File: src/rtl/utx_pkg.sv
package utx_pkg;

    typedef enum logic [1:0] {
        ST_POLL,
        ST_SELECT,
        ST_SEND
    } utx_state_e;

    localparam int ADDR_W = 5;
    localparam logic [ADDR_W-1:0] NULL_ADDR = 5'h1F;

    // words per cell: 16-bit bus pads the odd byte count up to a whole word
    function automatic int cell_words(input int data_w, input int cell_bytes);
        return (data_w == 16) ? (cell_bytes + 1) / 2 : cell_bytes;
    endfunction

endpackage

File: src/rtl/utx_poll.sv
module utx_poll #(
    parameter int NUM_PHY = 4,
    parameter int PHY_W   = 2
) (
    input  logic               clk,
    input  logic               rst_n,
    input  logic               poll_en,
    input  logic               seen_poll_i,
    input  logic [PHY_W-1:0]   seen_addr_i,
    input  logic [NUM_PHY-1:0] clav_i,
    input  logic               take_i,
    input  logic [PHY_W-1:0]   take_idx_i,
    output logic [PHY_W-1:0]   poll_idx_o,
    output logic [NUM_PHY-1:0] room_o
);

    localparam logic [PHY_W-1:0] LAST_IDX = PHY_W'(NUM_PHY - 1);

    logic             cap_v;
    logic [PHY_W-1:0] cap_idx;

    // round-robin poll pointer and answer-alignment pipeline
    always_ff @(posedge clk or negedge rst_n) begin
        if (!rst_n) begin
            poll_idx_o <= '0;
            cap_v      <= 1'b0;
            cap_idx    <= '0;
        end else begin
            cap_v   <= seen_poll_i;
            cap_idx <= seen_addr_i;
            if (poll_en) begin
                poll_idx_o <= (poll_idx_o == LAST_IDX) ? '0 : poll_idx_o + PHY_W'(1);
            end
        end
    end

    // room table: a selection clears the flag and beats a same-edge capture
    always_ff @(posedge clk or negedge rst_n) begin
        if (!rst_n) begin
            room_o <= '0;
        end else begin
            for (int i = 0; i < NUM_PHY; i++) begin
                if (take_i && take_idx_i == PHY_W'(i)) begin
                    room_o[i] <= 1'b0;
                end else if (poll_en && cap_v && cap_idx == PHY_W'(i)) begin
                    room_o[i] <= clav_i[i];
                end
            end
        end
    end

    AST_POLL_STEP: assert property (@(posedge clk) disable iff (!rst_n)
        ($past(rst_n) && $past(poll_en)) |->
            (poll_idx_o == (($past(poll_idx_o) == LAST_IDX) ? '0 : $past(poll_idx_o) + PHY_W'(1))));

endmodule

File: src/rtl/utx_out.sv
module utx_out
    import utx_pkg::*;
#(
    parameter int DATA_W = 16
) (
    input  logic              clk,
    input  logic              rst_n,
    input  logic [ADDR_W-1:0] addr_d,
    input  logic              poll_d,
    input  logic              valid_d,
    input  logic              first_d,
    input  logic [DATA_W-1:0] data_d,
    output logic [ADDR_W-1:0] bus_addr,
    output logic              bus_poll,
    output logic              bus_valid,
    output logic              bus_first,
    output logic [DATA_W-1:0] bus_data,
    output logic              bus_parity
);

    localparam int LANES = DATA_W / 8;

    logic [LANES-1:0] lane_par;
    logic             par_d;

    // per-byte parity lanes, folded into one odd-parity bit
    for (genvar l = 0; l < LANES; l++) begin : g_lane
        assign lane_par[l] = ^data_d[l*8 +: 8];
    end
    assign par_d = ~(^lane_par);

    always_ff @(posedge clk or negedge rst_n) begin
        if (!rst_n) begin
            bus_addr   <= NULL_ADDR;
            bus_poll   <= 1'b0;
            bus_valid  <= 1'b0;
            bus_first  <= 1'b0;
            bus_data   <= '0;
            bus_parity <= 1'b1;
        end else begin
            bus_addr  <= addr_d;
            bus_poll  <= poll_d;
            bus_valid <= valid_d;
            bus_first <= first_d;
            if (valid_d) begin
                bus_data   <= data_d;
                bus_parity <= par_d;
            end
        end
    end

    AST_FIRST_NEEDS_VALID: assert property (@(posedge clk) disable iff (!rst_n)
        bus_first |-> bus_valid);

    AST_NULL_DURING_DATA: assert property (@(posedge clk) disable iff (!rst_n)
        bus_valid |-> (bus_addr == NULL_ADDR));

endmodule

File: src/rtl/utopia_tx_master.sv
module utopia_tx_master
    import utx_pkg::*;
#(
    parameter  int DATA_W     = 16,
    parameter  int NUM_PHY    = 4,
    parameter  int CELL_BYTES = 53,
    localparam int PHY_W      = (NUM_PHY > 1) ? $clog2(NUM_PHY) : 1
) (
    input  logic               clk,
    input  logic               rst_n,
    input  logic               s_valid,
    output logic               s_ready,
    input  logic [DATA_W-1:0]  s_data,
    input  logic               s_first,
    input  logic [PHY_W-1:0]   s_dest,
    output logic [DATA_W-1:0]  bus_data,
    output logic               bus_first,
    output logic               bus_valid,
    output logic               bus_parity,
    output logic [4:0]         bus_addr,
    input  logic [NUM_PHY-1:0] bus_room,
    output logic               cell_err
);

    localparam int WORDS = cell_words(DATA_W, CELL_BYTES);
    localparam int CNT_W = $clog2(WORDS);
    localparam logic [CNT_W-1:0] LAST = CNT_W'(WORDS - 1);

    utx_state_e        state, state_nx;
    logic [PHY_W-1:0]  target;
    logic [CNT_W-1:0]  cnt, cnt_nx;
    logic              take, err_d, dest_ok;
    logic [ADDR_W-1:0] addr_d;
    logic              poll_d, valid_d, first_d;
    logic [PHY_W-1:0]  poll_idx;
    logic [NUM_PHY-1:0] room;
    logic              bus_poll;

    assign dest_ok = int'(s_dest) < NUM_PHY;

    // state register
    always_ff @(posedge clk or negedge rst_n) begin
        if (!rst_n) begin
            state    <= ST_POLL;
            target   <= '0;
            cnt      <= '0;
            cell_err <= 1'b0;
        end else begin
            state    <= state_nx;
            cnt      <= cnt_nx;
            cell_err <= err_d;
            if (take) begin
                target <= s_dest;
            end
        end
    end

    // next state and outputs
    always_comb begin
        state_nx = state;
        cnt_nx   = cnt;
        take     = 1'b0;
        err_d    = 1'b0;
        s_ready  = 1'b0;
        addr_d   = NULL_ADDR;
        poll_d   = 1'b0;
        valid_d  = 1'b0;
        first_d  = 1'b0;
        unique case (state)
            ST_POLL: begin
                addr_d  = ADDR_W'(poll_idx);
                poll_d  = 1'b1;
                s_ready = s_valid && !s_first;
                if (s_valid && s_first && dest_ok && room[s_dest]) begin
                    take     = 1'b1;
                    state_nx = ST_SELECT;
                end
            end
            ST_SELECT: begin
                addr_d   = ADDR_W'(target);
                state_nx = ST_SEND;
            end
            ST_SEND: begin
                if (s_valid) begin
                    if (s_first && cnt != '0) begin
                        err_d    = 1'b1;
                        cnt_nx   = '0;
                        state_nx = ST_POLL;
                    end else begin
                        s_ready = 1'b1;
                        valid_d = 1'b1;
                        first_d = (cnt == '0);
                        if (cnt == LAST) begin
                            cnt_nx   = '0;
                            state_nx = ST_POLL;
                        end else begin
                            cnt_nx = cnt + CNT_W'(1);
                        end
                    end
                end
            end
            default: state_nx = ST_POLL;
        endcase
    end

    utx_poll #(
        .NUM_PHY (NUM_PHY),
        .PHY_W   (PHY_W)
    ) u_poll (
        .clk         (clk),
        .rst_n       (rst_n),
        .poll_en     (state == ST_POLL),
        .seen_poll_i (bus_poll),
        .seen_addr_i (bus_addr[PHY_W-1:0]),
        .clav_i      (bus_room),
        .take_i      (take),
        .take_idx_i  (s_dest),
        .poll_idx_o  (poll_idx),
        .room_o      (room)
    );

    utx_out #(
        .DATA_W (DATA_W)
    ) u_out (
        .clk        (clk),
        .rst_n      (rst_n),
        .addr_d     (addr_d),
        .poll_d     (poll_d),
        .valid_d    (valid_d),
        .first_d    (first_d),
        .data_d     (s_data),
        .bus_addr   (bus_addr),
        .bus_poll   (bus_poll),
        .bus_valid  (bus_valid),
        .bus_first  (bus_first),
        .bus_data   (bus_data),
        .bus_parity (bus_parity)
    );

    AST_ROOM_CONSUMED: assert property (@(posedge clk) disable iff (!rst_n)
        (state == ST_SELECT) |-> !room[target]);

    AST_ERR_AFTER_SEND: assert property (@(posedge clk) disable iff (!rst_n)
        cell_err |-> ($past(state) == ST_SEND && state == ST_POLL));

    AST_CNT_IN_RANGE: assert property (@(posedge clk) disable iff (!rst_n)
        cnt <= LAST);

    AST_SELECT_SHOWS_TARGET: assert property (@(posedge clk) disable iff (!rst_n)
        bus_first |-> ($past(bus_addr) == ADDR_W'(target)));

endmodule

File: config.mk
export PLATFORM = sky130hd
export DESIGN_NAME = utopia_tx_master
export DESIGN_NICKNAME = d
export VERILOG_FILES = /design/src/rtl/utx_pkg.sv /design/src/rtl/utx_poll.sv /design/src/rtl/utx_out.sv /design/src/rtl/utopia_tx_master.sv
export SDC_FILE = /design/constraint.sdc
export NUM_CORES = 1
export LEC_CHECK = 0
export ABC_AREA = 1
export BUFFER_PORTS_ARGS = -buffer_cell sky130_fd_sc_hd__buf_4
export CAP_MARGIN = 20
export CORE_AREA = 2 2 82 84
export CTS_BUF_LIST = sky130_fd_sc_hd__clkbuf_4
export DETAILED_ROUTE_END_ITERATION = 16
export DIE_AREA = 0 0 84 86
export HOLD_SLACK_MARGIN = 0.15
export PLACE_DENSITY = 0.7
export SLEW_MARGIN = 20
export SYNTH_ARGS = -nofsm -noshare
export SYNTH_HDL_FRONTEND = slang
export SYNTH_SLANG_ARGS = --single-unit
File: constraint.sdc
create_clock -name clk -period 1.4 [get_ports clk]
set_input_delay 0.07 -clock clk [delete_from_list [all_inputs] [get_ports clk]]
set_output_delay 0.07 -clock clk [all_outputs]
set_load 0.005 [all_outputs]
## Word-level counts from Yosys, hierarchy flattened

Cells that the tools add are included.

| word-level totals | value |
|---|---|
| bits in latches | 0 |
| RAM bits | 0 |
| memories | 0 |
| output and inout bits | 26 |
| logic and storage cells | 94 |
| register bits after elaboration | 44 |
| input bits | 26 |
| ROM bits | 0 |

| operators by class | value |
|---|---|
| shifts and indexed selects | 0 |
| div/mod/pow operators | 0 |
| equal/unequal tests | 13 |
| muxes and demuxes | 32 |
| reductions and logical operators | 28 |
| add/subtract/negate cells | 2 |
| multipliers | 0 |
| bitwise gates (word level) | 1 |
| $lt $le $gt $ge | 1 |

Operator list:

| operator | number |
|---|---|
| 2-to-1 mux 1 bit | 21 |
| parity 8 bit | 2 |
| logical AND 1 bit | 13 |
| equality test 2 bit (second input constant) | 6 |
| 2-to-1 mux 2 bit | 5 |
| 2-to-1 mux 5 bit | 2 |
| one-hot mux 5 bit (2 select lines) | 1 |
| nonzero test 2 bit | 4 |
| equality test 2 x 1 -> 1 bit (second input constant) | 3 |
| zero test 2 bit | 3 |
| one-hot mux 2 bit (3 select lines) | 1 |
| adder 5 x 1 -> 5 bit (second input constant) | 1 |
| equality test 5 bit (second input constant) | 1 |
| zero test 5 bit | 1 |
| nonzero test 5 bit | 1 |
| inequality test 2 bit (second input constant) | 2 |
| < comparator 2 x 3 -> 1 bit (second input constant) | 1 |
| inequality test 3 bit (second input constant) | 1 |
| AND reduction 3 bit | 1 |
| adder 2 x 1 -> 2 bit (second input constant) | 1 |
| binary-select mux 1 bit (select 2 bit) | 1 |
| one-hot mux 1 bit (2 select lines) | 1 |
| AND reduction 2 bit | 1 |
| parity 2 bit | 1 |
| 2 further kinds | 2 |

## Depth between registers and ports, before layout

Gate-level depths: netlist of the first run.

| depth | value |
|---|---|
| depth in word-level cells | 7 |
| gate-level depth with buffers | 10 |

## Hierarchy

Synthesis of the first run repeated with hierarchy kept, for this count alone.

| second synthesis, totals | value |
|---|---|
| cell total of the unflattened synthesis | 310 |
| area, all modules | 2,324.7 um^2 |

By module, submodules not included:

| module | area an instance (um^2) | instances | cells an instance | seq. area each (um^2) |
|---|---|---|---|---|
| utx_out | 1,187.4 | 1 | 166 | 633.1 |
| utopia_tx_master | 714.4 | 1 | 92 | 250.2 |
| utx_poll | 422.9 | 1 | 52 | 225.2 |

## Least setup slack after synthesis of the first run

Ideal clock, no wire load.

| path | value |
|---|---|
| path type | register to register |
| from | register cnt[0] |
| to | register u_out.bus_data[12] |
| setup slack | 38 ps |
| period minus slack after synthesis | 1,362 ps |
| required time | 1,282 ps |
| cell stages (with the launch flop) | 9 |
| setup time | 118 ps |
| buffers on the path | 1 |
| arrival | 1,244 ps |
| cells stage by stage | dfrtp_1 -> inv_1 -> ha_1 -> nand4_1 -> nand2_1 -> nand2_4 -> buf_6 -> nand2_1 -> o21ai_2 |

| between the ends | value |
|---|---|
| longest elaborated chain between the ends | 5 |

RTL lines:

| what | RTL line | text |
|---|---|---|
| from (decl) | utopia_tx_master.sv:31 | `logic [CNT_W-1:0] cnt, cnt_nx;` |
| from (signal assigned) | utopia_tx_master.sv:50 | `cnt <= cnt_nx;` |
| nonzero test 5 bit | utopia_tx_master.sv:85 | `if (s_first && cnt != '0) begin` |
| logical AND 1 bit | utopia_tx_master.sv:85 |  |
| 2-to-1 mux 1 bit | utopia_tx_master.sv:85 |  |
| 2-to-1 mux 1 bit | utopia_tx_master.sv:84 | `if (s_valid) begin` |
| 2-to-1 mux 1 bit | utopia_tx_master.sv:69 | `unique case (state)` |
| to (signal assigned) | utx_out.sv:46 | `bus_data <= data_d;` |
| to (decl) | utx_out.sv:17 | `output logic [DATA_W-1:0] bus_data,` |

No other way between the ends.
A chain may end at the register's enable or synchronous reset.

## Final worst setup path of the first run

| path | value |
|---|---|
| from | register cnt[1] |
| to | output s_ready |

| between the ends | value |
|---|---|
| longest elaborated chain between the ends | 5 |

RTL lines:

| what | RTL line | text |
|---|---|---|
| nonzero test 5 bit | utopia_tx_master.sv:85 |  |
| logical AND 1 bit | utopia_tx_master.sv:85 |  |
| 2-to-1 mux 1 bit | utopia_tx_master.sv:85 |  |
| 2-to-1 mux 1 bit | utopia_tx_master.sv:84 |  |
| one-hot mux 1 bit (2 select lines) | utopia_tx_master.sv:69 |  |
| to (decl) | utopia_tx_master.sv:12 | `output logic s_ready,` |

No other way between the ends.

==> impl_metrics.yaml, run 1 <==
power_and_ir_drop:
  worst_ir_drop_vdd_uv: 955
  report.power.total_mw: 5.36
  sequential_power_share: 0.394
  clock_power_share: 0.147
  internal_power_mw: 3.40
  logic_gate_share_of_total_power: 0.459
  power_switching_mw: 1.95
  power.share.switching: 0.365
  cellLeakagePower_nw: 1.75
  powerDensity_nw_per_um2: 1670
setup_path:
  worst_ep_required_time_ns: 1.33
  crit_type: "flip-flop to primary output"
  critPathArrivalTime_ns: 1.55
  crit_path_max_fanout: 4
  setup.worst_path.end_class: "primary output"
  worstSetupStartpointType: "flip-flop"
global_route:
  first_global_vias: 2003
  grt_usage: 0.143
  number_of_antenna_violations_at_the_first_check_in_global_routing: 0
  grt-ovfl-total: 0
  wire_length_of_the_first_global_routing_pass_um: 8420
  grt_start_max_net_pins: 43
clock_tree:
  cts.reportedPaths.clkPinSlew_ns: 0.13
  clk_root_buffer_cell: "clkbuf_4"
  cts_num_sinks: 42
  h-tree-depth: 2
  max-clock-path-buffers: 2
  worst_skew_pair_latency_ns: 0.36
  tritoncts.num_buffers: 5
  tritoncts: "done"
routing:
  post_route_drc: 0
  finalWirelength_um: 5110
  dr.first_iter.drc_count: 48
  drt_pass1_iterations: 4
  drt-wirelength-per-cell_um: 11.1
  num_vias: 2067
  drtAntennaViolNets: 0
  vias_per_cell: 4.47
timing:
  fin_ws_ns: -0.223
  timing_hold_violations_final: 0
  final_number_of_setup_violating_endpoints: 19
  period_needed_ns: 1.62
  slew_viol_final: 0
  worst_pin_slew_ns: 0.532
  slew-limit-headroom: 0.645
  fin_worst_skew_ns: 0.00974
  layout_worst_path_cycle_share: 1.16
  clock.fmax_ghz: 0.616
  rsz0062_at_grt: "yes"
  worst_hold_slack_ns: 0.219
status:
  status: "finished, violations left"
  violations: "negative setup slack"
synthesis:
  syn_avg_cell_area_um2: 7.71
  postSynthRegisterBits: 42
  synth_area_um2: 2270
  synthCells: 294
  yosys_warnings: 0
  synth_area_leader_cell: "dfrtp_1"
  postSynthNetCount: 324
  synth.top_cell.area_share: 0.419
  synth.lib_cells_used.distinct: 26
  leading_cell_types_by_total_area_after_synthesis: "dfrtp_1 42%, nand2_1 21%, inv_1 7.8%, o21ai_2 6.2%, dfstp_2 4.6%"
  synth-seq-area-share: 0.466
die:
  die_area_um2: 7220
  fp.dieW_um: 84
  io_pins: 52
  placement_rows: 29
  starting_utilization_of_the_core_area: 0.361
  floorplan.core_area_um2: 6280
  floorplan.die.height_um: 86
finish:
  cell_area_after_layout_um2: 3200
  multi_input_comb_area_um2: 1020
  final_net_count: 414
  final_cell_mix: "124 x nand2_1, 60 x buf_4, 45 x inv_1, 38 x dfrtp_1, 25 x dlygate4sd3_1"
  layout_commonest_cell: "nand2_1"
  n_antenna_cell: 0
  area_growth_pct: 41.3
  layout.filler_cells: 604
  seqCellArea_um2: 1060
  final-instance-count-excl-fill: 462
  share_of_layout_cells_above_drive_strength_1: 0.294
min_path:
  hold_path_class: "primary input to async pin"
place:
  place_inst: 422
  port_buffers: 51
  place.detailed.hpwl_um: 3440
  detailed_place.area_um2: 2750
  place_congestion: 0.773
run:
  drv.max_cap_violation_count: 0
==> cell type report <==
| class | count | share of cell area |
|---|---|---|
| inverters | 50 | 0.0598 |
| clock inverters | 3 | 0.0141 |
| well taps | 77 | 0.0301 |
| repair buffers | 88 | 0.238 |
| flip-flops and latches | 42 | 0.330 |
| clock buffers | 5 | 0.0117 |
| multi-input cells | 197 | 0.317 |
==> power groups by stage <==
stage | Combinational, mW | Clock (mW) | Sequential, mW
2_1_floorplan | 1.22 | 0 | 2.11
6_report | 2.46 | 0.787 | 2.11
5_1_grt | 2.79 | 0.862 | 2.18
3_3_place_gp | 2.04 | 0 | 2.12
4_1_cts | 2.40 | 0.816 | 2.11
3_5_place_dp | 2.12 | 0 | 2.13
==> final timing paths <==
| kind | start | end | slack (ns) | cells past startpoint |
|---|---|---|---|---|
| worst min-delay path | rst_n | cnt[2]$_DFFE_PN0P_ | 0.22 | 2 |
| worst min register to register | u_out.bus_poll$_DFF_PN0_ | u_poll.cap_v$_DFF_PN0_ | 0.37 | 0 |
| worst max-delay path | cnt[1]$_DFFE_PN0P_ | s_ready | -0.22 | 7 |
| worst max register to register | cnt[1]$_DFFE_PN0P_ | u_out.bus_data[5]$_DFFE_PN0P_ | -0.15 | 9 |
| max in group asynchronous | rst_n | u_out.bus_parity$_DFFE_PN1P_ | 0.81 | 2 |
| min in group clk | u_out.bus_poll$_DFF_PN0_ | u_poll.cap_v$_DFF_PN0_ | 0.37 | 0 |
==> critical path: stages (launching register included) <==
cell and delay, ns:
dfrtp_1 0.40, inv_1 0.08, ha_2 0.17, nand4_1 0.15, nand2_2 0.16, nand2_4 0.06, o21ai_2 0.06, buf_4 0.13
==> kinds of logic (layout without fill, tap and decap cells) <==
kind of cell             Yosys count  in the layout  share of synthesized area
flip-flops                        42             42                      0.466
buffers and inverters             56            146                      0.107
AND/OR/NAND/NOR                  157            157                      0.286
adder cells (fa/ha/maj)            4              4                     0.0221
AO/OA/AOI/OAI                     33             34                      0.111
XOR/XNOR                           2              2                    0.00773
==> routing by layer <==
metal  wire (um)  GRT usage  vias to the layer above
li1            -          -                     1076
met2        2560      0.271                       47
met4          72     0.0440                        0
met1        2270      0.157                      935
met5           0          0                        -
met3         213     0.0356                        9
==> flip-flops by register name, summed over array words and instances (netlist names) <==
register and cells:
cnt 5, u_out.bus_data 16, u_poll.cap_idx 2, u_out.bus_poll 1
u_out.bus_first 1, u_out.bus_addr 3, u_out.bus_parity 1, state 2
target 2, cell_err 1, u_poll.room_o 4, u_poll.poll_idx_o 2
u_out.bus_valid 1, u_poll.cap_v 1
==> metrics by stage <==
stage	util	setup TNS, ns	worst slack (ns)
after floorplan	-	0	0.0383
after global placement	0.438	0	0.0562
after detailed placement	0.438	0	0.0301
after CTS	0.500	-1.36	-0.161
after global routing	0.510	-4.20	-0.300
final	0.510	-2.67	-0.223
==> synth_stat cells <==
cell type / number
a22oi_1: 2
nor2_2: 1
nor2_1: 10
a41oi_4: 1
buf_4: 2
and3b_1: 1
nand3_2: 1
nand4_2: 1
inv_1: 47
nand3_1: 8
a21oi_1: 1
nand4_1: 3
o21ai_0: 13
o21ai_2: 16
nand2_4: 1
dfrtp_1: 38
nand2_2: 2
clkbuf_1: 1
nand2_1: 128
inv_2: 1
buf_6: 3
ha_1: 4
clkinv_2: 2
dfstp_2: 4
nor3_2: 1
xor2_1: 2
==> timing repair <==
action | CTS | global route
endpoints found under the hold margin | 70 | 0
gates cloned | 0 | 3
setup endpoints to repair | 1 | 28
pin swaps | 3 | 1
hold buffers | 25 | 0
buffers inserted | 6 | 1
gates resized for setup | 4 | 12
Power figures use the tool's default switching activity.
==> inputs of run 2 (changes only) <==
--- a/config.mk
+++ b/config.mk
@@ -8,12 +8,13 @@
 export ABC_AREA = 1
 export BUFFER_PORTS_ARGS = -buffer_cell sky130_fd_sc_hd__buf_4
 export CAP_MARGIN = 20
-export CORE_AREA = 2 2 82 84
+export CORE_AREA = 2 2 79 81
 export CTS_BUF_LIST = sky130_fd_sc_hd__clkbuf_4
 export DETAILED_ROUTE_END_ITERATION = 16
-export DIE_AREA = 0 0 84 86
+export DIE_AREA = 0 0 81 83
 export HOLD_SLACK_MARGIN = 0.15
-export PLACE_DENSITY = 0.7
+export PLACE_DENSITY = 0.74
+export SKIP_CTS_REPAIR_TIMING = 1
 export SLEW_MARGIN = 20
 export SYNTH_ARGS = -nofsm -noshare
 export SYNTH_HDL_FRONTEND = slang
==> run 2 against run 1 <==
- the run still ends with negative setup slack left
- flip-flop and latch count did not move
- routed wire length decreased by 3.9%
- combinational power is 5% lower
- sequential share of layout area grew 0.22 points
- final cell count fell by 0.87%
- worst hold slack worse by 0.17 ns
- final area is 0.66% lower
- first-iteration DRC count is 17% higher
- utilization rose by 3.7 points
- setup slack better by 0.021 ns
- sequential power about the same
==> impl_metrics.yaml, run 2 (same netlist as run 1, synthesis figures left out) <==
power_and_ir_drop:
  powerDensity_nw_per_um2: 1650
  report.power.total_mw: 5.25
  cellLeakagePower_nw: 1.75
  worst_ir_drop_vdd_uv: 762
setup_path:
  worstSetupStartpointType: "flip-flop"
  crit_path_max_fanout: 4
  critPathTopFamily: "flip-flops"
  worstReg2RegEnd: "u_out.bus_data[3]$_DFFE_PN0P_"
  timing.critical_path.cells: "inv_2 > ha_4 > nand4_1 > nand2_2 > nand2_4 > o21ai_2 > buf_4"
  critPathBufInv: 2
  setup.worst_path.end_class: "primary output"
  r2r.worst_path.cells: 9
  worst_ep_required_time_ns: 1.33
  reg2reg_slack_ns: -0.14
  crit_type: "flip-flop to primary output"
  critPathMaxStageDelay_ns: 0.41
  r2r-start: "cnt[0]$_DFFE_PN0P_"
  critical_path.slowest_cell: "dfrtp_1"
  critPathArrivalTime_ns: 1.53
routing:
  drtAntennaViolNets: 0
  num_vias: 2044
  post_route_drc: 0
  drt-wirelength-per-cell_um: 10.7
  dr.first_iter.drc_count: 56
  drt_pass1_iterations: 4
  vias_per_cell: 4.46
  finalWirelength_um: 4920
status:
  status: "finished, violations left"
  violations: "negative setup slack"
min_path:
  min_delay_endpoint: "state[1]$_DFFE_PN0P_"
  hold_start: "s_valid"
  hold_path_class: "primary input to flip-flop"
  timing.hold.worst_path_depth: 4
die:
  io_pins: 52
  starting_utilization_of_the_core_area: 0.390
  die_area_um2: 6720
  placement_rows: 28
  floorplan.core_area_um2: 5820
  fp.dieW_um: 81
  floorplan.die.height_um: 83
finish:
  final_cell_mix: "125 x nand2_1, 58 x buf_4, 43 x inv_1, 38 x dfrtp_1, 24 x dlygate4sd3_1"
  layout_commonest_cell: "nand2_1"
  max_flop_register: "u_out.bus_data"
  number_of_flip_flops_under_the_largest_register_name: 16
  n_antenna_cell: 0
  area_growth_pct: 40.3
  layout.filler_cells: 528
  final_net_count: 412
  top_regs: "u_out.bus_data x16, cnt x5, u_poll.room_o x4"
  share_of_layout_cells_above_drive_strength_1: 0.292
global_route:
  grt-ovfl-total: 0
  wire_length_of_the_first_global_routing_pass_um: 7650
  grt_usage: 0.143
  grt_start_max_net_pins: 43
  first_global_vias: 1849
  number_of_antenna_violations_at_the_first_check_in_global_routing: 0
place:
  place_congestion: 0.780
  dp_worst_setup_slack_ns: -0.0326
  place.detailed.hpwl_um: 3430
  port_buffers: 51
timing:
  slew_viol_final: 0
  final_number_of_setup_violating_endpoints: 20
  period_needed_ns: 1.60
  slew-limit-headroom: 0.656
  worst_pin_slew_ns: 0.515
  layout_worst_path_cycle_share: 1.14
  clock.fmax_ghz: 0.624
  finalSetupTns_ns: -2.30
  fin_ws_ns: -0.201
  fin_worst_skew_ns: 0.0167
  timing_hold_violations_final: 0
  rsz0062_at_grt: "yes"
clock_tree:
  clk_root_buffer_cell: "clkbuf_4"
  max-clock-path-buffers: 2
  tritoncts.num_buffers: 5
  h-tree-depth: 2
  cts_num_sinks: 42
  worst_skew_pair_latency_ns: 0.35
  tritoncts: "done"
  cts.reportedPaths.clkPinSlew_ns: 0.13
run:
  drv.max_cap_violation_count: 0
-- run 2: cell types whose count changed in the layout (fill, tap and decap cells not counted), moves of 2 or more --
cell	change
buf_6	+2
buf_4	-2
inv_1	-2
inv_2	+2
-- run 2: how the worst max path moves through the flow --
stage / depth (start not counted) / from / to
after CTS: 7 / cnt[1]$_DFFE_PN0P_ / s_ready
after floorplan: 8 / cnt[0]$_DFFE_PN0P_ / u_out.bus_data[12]$_DFFE_PN0P_
after global placement: 8 / state[0]$_DFFE_PN0P_ / u_poll.room_o[1]$_DFFE_PN0P_
final: 7 / cnt[0]$_DFFE_PN0P_ / s_ready
after detailed placement: 8 / state[0]$_DFFE_PN0P_ / u_poll.room_o[1]$_DFFE_PN0P_
after global routing: 7 / cnt[0]$_DFFE_PN0P_ / s_ready
-- run 2: per-layer routing --
metal  wire length (um)  GRT usage  vias to the layer above  share of wire
li1                   -          -                     1076              -
met1               2090      0.170                      917           0.42
met2               2560      0.246                       46           0.52
met3                233     0.0478                        5          0.047
met4                 41     0.0370                        0         0.0083
met5                  0          0                        -              0
-- run 2: area by class of cell --
cell class                 count  area (um^2)  area share
inverter                      50          190      0.0598
timing repair buffer          86          743       0.234
tap                           75         93.8      0.0295
clock inverter                 2         37.5      0.0118
clock buffer                   6         45.0      0.0142
sequential                    42         1060       0.332
multi-input combinational    197         1020       0.319
-- run 2: worst register-to-register path, delay by kind of cell, from the launching register on --
family,cells,cell delay (ns)
compound gates,1,0.05
fa+ha+maj,1,0.13
buf+inv,3,0.41
flops,1,0.41
simple gates,4,0.46
-- run 2: power by group --
group          switching (mW)  leakage (nW)  internal [mW]
combinational            1.15          1.19           1.18
sequential              0.332         0.515           1.79
clock                   0.389        0.0419          0.396
-- run 2: per-stage QoR --
step | hold slack, ns | utilization | std cells | area, um^2
after floorplan | -0.226 | - | 294 | 2270
after global placement | 0.0868 | 0.474 | 421 | 2760
after global routing | 0.0278 | 0.547 | 458 | 3180
final | 0.0471 | 0.547 | 458 | 3180
after detailed placement | 0.0911 | 0.474 | 421 | 2760
after CTS | -0.316 | 0.488 | 429 | 2840
==> inputs of run 3 (changes only) <==
--- a/config.mk
+++ b/config.mk
@@ -6,14 +6,14 @@
 export NUM_CORES = 1
 export LEC_CHECK = 0
 export ABC_AREA = 1
-export BUFFER_PORTS_ARGS = -buffer_cell sky130_fd_sc_hd__buf_4
 export CAP_MARGIN = 20
 export CORE_AREA = 2 2 79 81
 export CTS_BUF_LIST = sky130_fd_sc_hd__clkbuf_4
 export DETAILED_ROUTE_END_ITERATION = 16
 export DIE_AREA = 0 0 81 83
+export DONT_BUFFER_PORTS = 1
 export HOLD_SLACK_MARGIN = 0.15
-export PLACE_DENSITY = 0.74
+export PLACE_DENSITY = 0.66
 export SKIP_CTS_REPAIR_TIMING = 1
 export SLEW_MARGIN = 20
 export SYNTH_ARGS = -nofsm -noshare
==> run 3 against run 2 <==
- the run ends with negative hold slack, negative setup slack left
- global-route usage fell by 0.62 points
- sequential power grew 3%
- final area shrank 12%
- highest routed layer unchanged
==> impl_metrics.yaml, run 3 (same netlist as run 1, synthesis figures left out) <==
status:
  status: "finished, violations left"
  violations: "negative hold slack, negative setup slack"
setup_path:
  setup.worst_path.end_class: "primary output"
  crit_path_max_fanout: 4
  reg2reg_slack_ns: 0.02
  critPathTopFamily: "flip-flops"
  timing.critical_path.cells: "inv_2 > ha_4 > nand4_1 > nand2_2 > nand2_4 > o21ai_4"
  r2r-start: "cnt[0]$_DFFE_PN0P_"
  critPathArrivalTime_ns: 1.39
  r2r.worst_path.cells: 8
  worstReg2RegEnd: "u_out.bus_data[13]$_DFFE_PN0P_"
  worstSetupStartpointType: "flip-flop"
  critPathBufInv: 1
  crit_type: "flip-flop to primary output"
  worst_ep_required_time_ns: 1.33
  critPathMaxStageDelay_ns: 0.41
  critical_path.slowest_cell: "dfrtp_1"
timing:
  worst_hold_slack_ns: -0.107
  fin_ws_ns: -0.0618
  clock.fmax_ghz: 0.684
  final_number_of_setup_violating_endpoints: 1
  period_needed_ns: 1.46
  finalSetupTns_ns: -0.0618
  slew_viol_final: 0
  fin_worst_skew_ns: 0.0126
  rsz0062_at_grt: "yes"
  worst_pin_slew_ns: 0.242
  slew-limit-headroom: 0.838
  timing_hold_violations_final: 4
  layout_worst_path_cycle_share: 1.04
power_and_ir_drop:
  sequential_power_share: 0.481
  internal_power_mw: 2.76
  report.power.total_mw: 4.56
  power_switching_mw: 1.80
  worst_ir_drop_vdd_uv: 718
  powerDensity_nw_per_um2: 1630
  power.share.switching: 0.395
  clock_power_share: 0.131
  cellLeakagePower_nw: 1.49
  logic_gate_share_of_total_power: 0.388
global_route:
  grt_start_max_net_pins: 43
  grt_usage: 0.137
  grt.met1_usage: 0.162
  grt_use_met2: 0.225
  wire_length_of_the_first_global_routing_pass_um: 7190
  first_global_vias: 1633
  number_of_antenna_violations_at_the_first_check_in_global_routing: 0
  top_usage_layer: "met2"
  grt-ovfl-total: 0
  use_met3: 0.0413
clock_tree:
  worst_skew_pair_latency_ns: 0.35
  h-tree-depth: 2
  tritoncts: "done"
  clk_root_buffer_cell: "clkbuf_4"
  cts_num_sinks: 42
  max-clock-path-buffers: 2
  tritoncts.num_buffers: 5
  cts.reportedPaths.clkPinSlew_ns: 0.12
finish:
  layout_commonest_cell: "nand2_1"
  final_net_count: 362
  cell_area_after_layout_um2: 2800
  final-instance-count-excl-fill: 408
  n_antenna_cell: 0
  final_cell_mix: "120 x nand2_1, 44 x inv_1, 38 x dfrtp_1, 24 x dlygate4sd3_1, 16 x o21ai_2"
  layout.filler_cells: 588
  share_of_layout_cells_above_drive_strength_1: 0.198
  number_of_flip_flops_under_the_largest_register_name: 16
  utilization: 0.481
  top_regs: "u_out.bus_data x16, cnt x5, u_poll.room_o x4"
  max_flop_register: "u_out.bus_data"
  area_growth_pct: 23.5
min_path:
  timing.hold.worst_path_depth: 3
  min_delay_endpoint: "state[1]$_DFFE_PN0P_"
  hold_path_class: "primary input to flip-flop"
  hold_start: "s_valid"
place:
  port_buffers: 0
  place_congestion: 0.810
  place_inst: 370
  place.detailed.hpwl_um: 3130
  dp_worst_setup_slack_ns: -0.00608
  detailed_place.area_um2: 2370
die:
  floorplan.die.height_um: 83
  placement_rows: 28
  fp.dieW_um: 81
  starting_utilization_of_the_core_area: 0.390
  die_area_um2: 6720
  floorplan.core_area_um2: 5820
  io_pins: 52
routing:
  num_vias: 1842
  post_route_drc: 0
  drt-wirelength-per-cell_um: 11.6
  drt_pass1_iterations: 4
  dr.first_iter.drc_count: 40
  finalWirelength_um: 4710
  drtAntennaViolNets: 0
  vias_per_cell: 4.51
run:
  drv.max_cap_violation_count: 0
run 3: changes by cell type in the layout (fill, tap and decap cells not counted), sizes merged:
| cell | delta |
|---|---|
| buf | -49 |
| clkinv | +2 |
| clkbuf | -2 |
| bufinv | -1 |
run 3: final cells by class:
class                           instances  area (um^2)  area share
Clock buffer                            5         37.5      0.0134
Clock inverter                          3         16.3     0.00581
Inverter                               50          190      0.0679
Multi-Input combinational cell        197         1040       0.373
Sequential cell                        42         1060       0.377
Tap cell                               75         93.8      0.0335
Timing Repair Buffer                   36          363       0.130
run 3: worst reg2reg max path, delay by kind of cell (launching register included):
family / cells / cell delay, ns
simple gates: 4 / 0.44
flops: 1 / 0.41
buf+inv: 2 / 0.26
fa+ha+maj: 1 / 0.12
compound gates: 1 / 0.05
run 3: routing by layer:
layer | wire length [um] | vias to the layer above
li1 | - | 975
met1 | 2060 | 820
met2 | 2350 | 43
met3 | 268 | 4
met4 | 42 | 0
met5 | 0 | -
run 3: worst max-delay path by stage:
stage	slack, ns	from	to	depth (start not counted)
2_1_floorplan	0.04	cnt[0]$_DFFE_PN0P_	u_out.bus_data[12]$_DFFE_PN0P_	8
3_3_place_gp	0.04	state[0]$_DFFE_PN0P_	u_poll.room_o[1]$_DFFE_PN0P_	8
3_5_place_dp	-0.006	cnt[0]$_DFFE_PN0P_	u_out.bus_data[10]$_DFFE_PN0P_	8
4_1_cts	-0.20	cnt[0]$_DFFE_PN0P_	s_ready	6
5_1_grt	-0.17	cnt[0]$_DFFE_PN0P_	s_ready	6
6_report	-0.06	cnt[0]$_DFFE_PN0P_	s_ready	6
run 3: power by group through the flow:
stage                     Clock (mW)  Sequential (mW)  Combinational [mW]
after floorplan                    0             2.11                1.22
after global placement             0             2.21                1.42
after detailed placement           0             2.22                1.47
after CTS                      0.632             2.20                1.47
after global routing           0.697             2.28                2.04
final                          0.598             2.20                1.77
